## src/rtl/mco_pkg.sv

```systemverilog
`timescale 1ns/1ps
// Shared types and rate table for the selectable clock output controller.
// Assumes a reference clock at the highest output rate; ratios are in half-periods.
package mco_pkg;

    localparam int HALF_W = 6;              // holds the longest period in half-periods
    localparam logic [2:0] CODE_LF = 3'd7;  // select code that routes the slow clock

    typedef enum logic [1:0] {
        SRC_DIV = 2'd0,
        SRC_LF  = 2'd1,
        SRC_OFF = 2'd2
    } src_kind_e;

    typedef struct packed {
        src_kind_e  kind;
        logic [2:0] code;   // divider code, zero for the other kinds
    } src_t;

    // Output period in reference half-periods for each divided select code.
    function automatic logic [HALF_W-1:0] half_len(input logic [2:0] code);
        case (code)
            3'd0:    half_len = HALF_W'(2);
            3'd1:    half_len = HALF_W'(4);
            3'd2:    half_len = HALF_W'(6);
            3'd3:    half_len = HALF_W'(15);
            3'd4:    half_len = HALF_W'(20);
            3'd5:    half_len = HALF_W'(30);
            default: half_len = HALF_W'(60);
        endcase
    endfunction

endpackage

```

## src/rtl/mco_sync.sv

```systemverilog
`timescale 1ns/1ps
// Multi-stage synchroniser bringing the asynchronous slow clock level into the
// reference domain. Assumes the slow clock is far slower than the reference.
module mco_sync #(
    parameter int STAGES = 2
) (
    input  logic clk,
    input  logic rst_n,
    input  logic d,
    output logic q
);
    logic [STAGES-1:0] shift_q;

    // Shift the sampled level through the chain.
    always_ff @(posedge clk) begin
        if (!rst_n) shift_q <= '0;
        else        shift_q <= {shift_q[STAGES-2:0], d};
    end

    assign q = shift_q[STAGES-1];
endmodule

```

## src/rtl/mco_half_div.sv

```systemverilog
`timescale 1ns/1ps
// Half-period divider: each reference cycle it yields the output level for the
// low half (ph_a) and for the following high half (ph_b) of the reference clock.
// A period of odd half-period length, such as 15 for the 7.5 ratio, needs no
// second clock edge. Assumes restart is raised on the cycle a new code takes over.
module mco_half_div import mco_pkg::*; (
    input  logic       clk,
    input  logic       rst_n,
    input  logic       active,
    input  logic       restart,
    input  logic [2:0] code,
    output logic       ph_a,
    output logic       ph_b
);
    logic [HALF_W-1:0] h_q, h_use, h_one, h_two, dlen, hi_len;

    // Derive the two half levels and the phase two half-periods on.
    always_comb begin
        dlen   = half_len(code);
        hi_len = dlen >> 1;
        h_use  = restart ? '0 : h_q;
        h_one  = h_use + HALF_W'(1);
        if (h_one >= dlen) h_one = h_one - dlen;
        h_two  = h_one + HALF_W'(1);
        if (h_two >= dlen) h_two = h_two - dlen;
        ph_a   = (h_use < hi_len);
        ph_b   = (h_one < hi_len);
    end

    // Advance the phase while a divided source is in use.
    always_ff @(posedge clk) begin
        if (!rst_n || !active) h_q <= '0;
        else                   h_q <= h_two;
    end

    // the phase stays inside the period of the code it was computed for.
    p_phase_range_r2: assert property (@(posedge clk) disable iff (!rst_n)
        (active && !restart) |-> (h_q < dlen));
endmodule

```

## src/rtl/mco_sleep_ctl.sv

```systemverilog
`timescale 1ns/1ps
// Sleep policy: turns the sleep request, interrupt hold and control fields into
// the source the output should move to. Counts rising edges of the issued output
// during the clock tail. Assumes rise marks the cycles whose pair holds a rising edge.
module mco_sleep_ctl import mco_pkg::*; #(
    parameter int TAIL_BASE = 128
) (
    input  logic       clk,
    input  logic       rst_n,
    input  logic       sleep_req,
    input  logic       irq_pend,
    input  logic       lf_en,
    input  logic [1:0] tail,
    input  logic [2:0] sel,
    input  logic       rise,
    output src_t       req
);
    localparam int CNT_W = $clog2(TAIL_BASE * 4 + 1);

    logic             asleep;
    logic [CNT_W-1:0] cnt_q, tail_len;
    src_t             awake_src;

    // Decide the wanted source from the mode and the tail progress.
    always_comb begin
        asleep   = sleep_req && !irq_pend;
        tail_len = (tail == 2'd0) ? '0 : (CNT_W'(TAIL_BASE) << (tail - 2'd1));
        if (sel == CODE_LF) awake_src = '{kind: SRC_LF,  code: 3'd0};
        else                awake_src = '{kind: SRC_DIV, code: sel};
        req = awake_src;
        if (asleep) begin
            if (lf_en)                  req = '{kind: SRC_LF,  code: 3'd0};
            else if (cnt_q >= tail_len) req = '{kind: SRC_OFF, code: 3'd0};
        end
    end

    // Count tail edges from the first sleeping cycle, cleared when awake.
    always_ff @(posedge clk) begin
        if (!rst_n || !asleep)            cnt_q <= '0;
        else if (rise && cnt_q < tail_len) cnt_q <= cnt_q + 1'b1;
    end

    // with a steady tail field the count never passes the programmed length.
    p_tail_bound_r6: assert property (@(posedge clk) disable iff (!rst_n)
        (asleep && $past(asleep) && $stable(tail)) |-> (cnt_q <= tail_len));
endmodule

```

## src/rtl/mco_src_sel.sv

```systemverilog
`timescale 1ns/1ps
// Glitch-free source selector and output stage. A new source is taken only after
// a low half, and the slow clock only while its level is low. The low-half level
// is held on the rising edge and the high-half level on the falling edge, so the
// final mux input in use is always stable. Assumes req is synchronous to clk.
module mco_src_sel import mco_pkg::*; (
    input  logic clk,
    input  logic rst_n,
    input  src_t req,
    input  logic lf_lvl,
    input  logic div_a,
    input  logic div_b,
    output src_t eff,
    output src_t cur,
    output logic sw,
    output logic rise,
    output logic clk_out
);
    src_t src_q;
    logic a_q, b_q, b_hi_q;
    logic nxt_a, nxt_b;

    // Decide whether to switch this cycle and which source then drives.
    always_comb begin
        sw  = (req != src_q) && !b_q && !(req.kind == SRC_LF && lf_lvl);
        eff = sw ? req : src_q;
    end

    // Pick the next half-period pair from the driving source.
    always_comb begin
        case (eff.kind)
            SRC_DIV: begin nxt_a = div_a;  nxt_b = div_b;  end
            SRC_LF:  begin nxt_a = lf_lvl; nxt_b = lf_lvl; end
            default: begin nxt_a = 1'b0;   nxt_b = 1'b0;   end
        endcase
        rise = (!b_q && nxt_a) || (!nxt_a && nxt_b);
    end

    // Register the source and the low-half level on the rising edge.
    always_ff @(posedge clk) begin
        if (!rst_n) begin
            src_q <= '{kind: SRC_DIV, code: 3'd6};
            a_q   <= 1'b0;
            b_q   <= 1'b0;
        end else begin
            src_q <= eff;
            a_q   <= nxt_a;
            b_q   <= nxt_b;
        end
    end

    // Move the high-half level across on the falling edge.
    always_ff @(negedge clk) begin
        if (!rst_n) b_hi_q <= 1'b0;
        else        b_hi_q <= b_q;
    end

    assign clk_out = clk ? b_hi_q : a_q;
    assign cur     = src_q;

    // the source register only changes after a low high-half level.
    p_switch_low_r4: assert property (@(posedge clk) disable iff (!rst_n)
        (src_q != $past(src_q)) |-> !$past(b_q));

    // entry into the slow clock happens only while its level is low.
    p_lf_entry_r9: assert property (@(posedge clk) disable iff (!rst_n)
        (src_q.kind == SRC_LF && $past(src_q.kind) != SRC_LF) |-> !$past(lf_lvl));
endmodule

```

## src/rtl/mcu_clk_out.sv

```systemverilog
`timescale 1ns/1ps
// Top of the selectable clock output controller. It decodes the control byte and
// joins the slow-clock synchroniser, the sleep policy, the half-period divider and
// the glitch-free selector. Assumes sleep_req, irq_pend and ctrl_byte are
// synchronous to clk_ref.
module mcu_clk_out import mco_pkg::*; #(
    parameter int TAIL_BASE   = 128,
    parameter int SYNC_STAGES = 2
) (
    input  logic       clk_ref,
    input  logic       rst_n,
    input  logic       clk_lf,
    input  logic       sleep_req,
    input  logic       irq_pend,
    input  logic [7:0] ctrl_byte,
    output logic       clk_mcu
);
    logic lf_lvl, sw, rise, div_a, div_b;
    src_t req, eff, cur;
    logic unused_ctrl;

    assign unused_ctrl = ^{ctrl_byte[5], ctrl_byte[3]};

    mco_sync #(.STAGES(SYNC_STAGES)) u_sync (
        .clk   (clk_ref),
        .rst_n (rst_n),
        .d     (clk_lf),
        .q     (lf_lvl)
    );

    mco_sleep_ctl #(.TAIL_BASE(TAIL_BASE)) u_sleep (
        .clk       (clk_ref),
        .rst_n     (rst_n),
        .sleep_req (sleep_req),
        .irq_pend  (irq_pend),
        .lf_en     (ctrl_byte[4]),
        .tail      (ctrl_byte[7:6]),
        .sel       (ctrl_byte[2:0]),
        .rise      (rise),
        .req       (req)
    );

    mco_half_div u_div (
        .clk     (clk_ref),
        .rst_n   (rst_n),
        .active  (eff.kind == SRC_DIV),
        .restart (sw),
        .code    (eff.code),
        .ph_a    (div_a),
        .ph_b    (div_b)
    );

    mco_src_sel u_sel (
        .clk     (clk_ref),
        .rst_n   (rst_n),
        .req     (req),
        .lf_lvl  (lf_lvl),
        .div_a   (div_a),
        .div_b   (div_b),
        .eff     (eff),
        .cur     (cur),
        .sw      (sw),
        .rise    (rise),
        .clk_out (clk_mcu)
    );

    // a running output is not stopped while an interrupt is pending.
    p_irq_hold_r7: assert property (@(posedge clk_ref) disable iff (!rst_n)
        (irq_pend && cur.kind != SRC_OFF) |=> (cur.kind != SRC_OFF));

    // once on the slow clock in low-frequency sleep, it stays there.
    p_sleep_lf_r5: assert property (@(posedge clk_ref) disable iff (!rst_n)
        (sleep_req && !irq_pend && ctrl_byte[4] && cur.kind == SRC_LF)
        |=> (cur.kind == SRC_LF));
endmodule

```

## config.mk

```make
export PLATFORM = sky130hd
export DESIGN_NAME = mcu_clk_out
export DESIGN_NICKNAME = d
export VERILOG_FILES = /design/src/rtl/mco_pkg.sv /design/src/rtl/mco_sync.sv /design/src/rtl/mco_half_div.sv /design/src/rtl/mco_sleep_ctl.sv /design/src/rtl/mco_src_sel.sv /design/src/rtl/mcu_clk_out.sv
export SDC_FILE = /design/constraint.sdc
export NUM_CORES = 1
export LEC_CHECK = 0
export ABC_AREA = 1
export CAP_MARGIN = 25
export CORE_UTILIZATION = 48
export DETAILED_ROUTE_END_ITERATION = 6
export GPL_ROUTABILITY_DRIVEN = 0
export HOLD_SLACK_MARGIN = 0.05
export PLACE_DENSITY_LB_ADDON = 0.12
export SLEW_MARGIN = 30
export SYNTH_ARGS = -nofsm -noshare
export SYNTH_HDL_FRONTEND = slang
export SYNTH_SLANG_ARGS = --single-unit
```

## constraint.sdc

```tcl
create_clock -name clk_ref -period 14.5 [get_ports clk_ref]
set_input_delay 2.9 -clock clk_ref [delete_from_list [all_inputs] [get_ports clk_ref]]
set_output_delay 2.9 -clock clk_ref [all_outputs]
set_load 0.005 [all_outputs]
```

==> results.json <==
{
  "status": "finished clean",
  "path_class": "reg2out",
  "path_clk_slew_ps": 90,
  "wl_per_cell_um": 11.5,
  "placed_area_um2": 2960,
  "synth_top_flop_cell": "dfxtp_1",
  "rsz0062_at_grt": "false",
  "hpwl_um": 4800,
  "yosys_warnings": 0,
  "ff_latch_area_um2": 520,
  "grt_pass1_wl_um": 10900,
  "syn-instance-count": 437,
  "synthAdderAreaFrac_pct": 11.3,
  "syn_nets": 474,
  "critical_path_required_ps": 11600,
  "grt_pass1_vias": 2572,
  "cpLargestDelayFamily": "buffers and inverters",
  "io_pins": 14,
  "setup.worst_path.end_class": "output port",
  "hold_violations": 0,
  "seq_power_share_pct": 14.7,
  "worstHoldStart": "u_sync.shift_q[0]",
  "synth_edf_count": 0,
  "die_area_um2": 6110,
  "r2r_cells": 2,
  "first_pass_iters": 4,
  "syn2layout_area_growth_pct": 9.48,
  "worstPathMaxFanout": 1,
  "tightestPinTransition_ps": 898,
  "ys_seq_area_share_pct": 18.7,
  "finClkSkew_ps": 85.3,
  "maxCapViolations": 0,
  "p_leak_uw": 0.00158,
  "final_antenna_net_count": 0,
  "power_switching_uw": 347,
  "drt-vias-per-instance": 5.00,
  "cp.depth": 3,
  "crit_slowest_cell": "clkdlybuf4s50_1",
  "cp_slowest_stage_delay_ps": 490,
  "antenna_cells": 0,
  "syn-cell-area_um2": 2780,
  "irDropWorstVdd_mv": 0.131,
  "grt_max_degree": 15,
  "cp-start-kind": "register",
  "drive_gt1_share_pct": 12.6,
  "post-place-cells": 517,
  "nNetsFinal": 491,
  "cp_common_cell": "nand2_1",
  "fin_area_um2": 3050,
  "drtIter0Drc": 162,
  "p_clk_share_pct": 11.2,
  "finalNonFillerCells": 525,
  "cp.arrival_ps": 8610,
  "ctsHoldBuffers": 0,
  "crit_path_end": "clk_mcu",
  "internal_power_uw": 296,
  "grt_overflow": 0,
  "core_um2": 5540,
  "port_buffers": 11,
  "cts_tree": "done",
  "synthSimpleGateAreaFrac_pct": 45.8,
  "rr_startpoint": "u_sel.b_q",
  "grtUsageTotal_pct": 21.7,
  "cts_resized": 0,
  "fillCellCount": 579,
  "cts_setup_buffers": 0,
  "clock_latency_ps": 460,
  "powerDensity_nw_per_um2": 211,
  "vias": 2623,
  "row_count": 27,
  "multi_input_area_um2": 1960,
  "synth_cell_types": 38,
  "die_w_um": 78.2,
  "synth_compound_area_share_pct": 8.67,
  "regToRegEndpoint": "u_sel.b_hi_q",
  "async_flop_share_pct": 0,
  "ys_seq_elements": 26,
  "combPwrFrac_pct": 74.1,
  "path_buf_inv": 1,
  "drv_slew": 0,
  "wl_um": 6020,
  "finalSetupViolations": 0,
  "syn_area_per_cell_um2": 6.37,
  "initial_core_util_pct": 50.2,
  "relSlewSlack_pct": 40.1,
  "startpoint": "u_sel.b_hi_q",
  "timing.setup.tns_ps": 0,
  "synth_mux_area_share_pct": 0,
  "synthXorXnorAreaFrac_pct": 4.40,
  "antenna_found_initial": 0,
  "hp-class": "reg2reg",
  "r2r_slack_ps": 6800,
  "worstPathCellList": "nand2_1, nand2_1, clkdlybuf4s50_1",
  "whs_ps": 424,
  "swShare_pct": 54.0,
  "synth_top_family_by_area": "simple AND/OR/NAND/NOR gates",
  "die_y_um": 78.2,
  "drcViolationCount": 0
}
synthesized netlist by cell type (6+ instances only):
library cell / count / area [µm²]
o21ai_0: 8 / 40.0
a21oi_1: 23 / 115
nor2_1: 29 / 109
inv_1: 67 / 251
xor2_1: 9 / 78.8
nand3_2: 8 / 80.1
nand2_1: 121 / 454
dfxtp_1: 26 / 521
nor3_1: 6 / 30.0
nand4_1: 8 / 50.1
nand3b_1: 6 / 45.0
nand2_2: 16 / 100
nand3_1: 38 / 190
ha_1: 22 / 275
metrics by stage:
step / util (%) / power [µW] / worst slack, ps
finish: 55.0 / 644 / 2990
detailed placement: 53.4 / 579 / 3490
CTS: 55.0 / 647 / 2980
floorplan: - / 497 / 3960
global placement: 53.4 / 572 / 3500
global route: 55.0 / 725 / 2920
worst min-delay path: cells and delay by family (launching register included):
kind / cells / cell delay [ps]
buffers and inverters: 1 / 40
AND/OR/NAND/NOR: 1 / 50
flip-flops: 1 / 320
power groups by stage:
stage	clock [µW]	combinational (µW)	sequential (µW)
after detailed placement	6.29	476	96.1
after global routing	79.6	549	95.9
after CTS	73.7	479	94.5
after global placement	6.29	470	96.2
after floorplan	3.19	401	93.4
final	72.3	477	94.5
cells by family after synthesis:
| group | after synthesis |
|---|---|
| and+or+nand+nor | 254 |
| DFF | 26 |
| buffers and inverters | 78 |
| xor gates and xnor gates | 14 |
| adders and majority gates | 24 |
| AOI/OAI and AO/OA | 41 |
flip-flops by register name, indices dropped and copies added (netlist names):
| signal | count |
|---|---|
| u_sel.a_q | 1 |
| u_sel.b_hi_q | 1 |
| u_div.h_q | 6 |
| u_sel.cur | 5 |
| u_sleep.cnt_q | 10 |
| u_sync.shift_q | 2 |
| u_sel.b_q | 1 |
metal layers:
| layer | global-route usage, % | routed length [µm] |
|---|---|---|
| met1 | 26.9 | 2960 |
| met2 | 37.6 | 2830 |
| met3 | 3.14 | 134 |
| met4 | 8.33 | 92 |
| met5 | 0 | 0 |
worst min-delay path by stage:
stage	endpoint	slack [ps]	cells after the start
2_1_floorplan	u_sync.shift_q[1]	390	2
3_3_place_gp	u_sync.shift_q[1]	410	2
3_5_place_dp	u_sync.shift_q[1]	420	2
4_1_cts	u_sync.shift_q[1]	430	2
5_1_grt	u_sync.shift_q[1]	440	2
6_report	u_sync.shift_q[1]	420	2
cell type report:
class                   count  share of cell area (%)
flip-flops and latches     26                    17.1
clock buffers               8                    3.16
multi-input cells         333                    64.2
inverters                  74                    9.11
clock inverters             2                   0.246
well taps                  72                    2.96
repair buffers             10                    3.28
layout by cell type (no fill, tap or decap), types with 3 or more instances in the layout:
cell	synthesis	layout
nor3_1	6	6
xor2_1	9	9
xnor2_1	5	5
inv_1	67	68
a21oi_1	23	23
nand2_4	5	5
clkbuf_8	0	6
clkdlybuf4s50_1	0	11
inv_2	5	5
nor2_4	4	4
dfxtp_1	26	26
o21ai_0	8	8
nand3b_1	6	6
nand4_1	8	8
ha_1	22	22
clkinv_1	3	3
nand2_2	16	16
nor2_1	29	29
nand3_2	8	8
nand2_1	121	121
nand3_1	38	38
No activity file was read; power rests on OpenSTA's default activity.
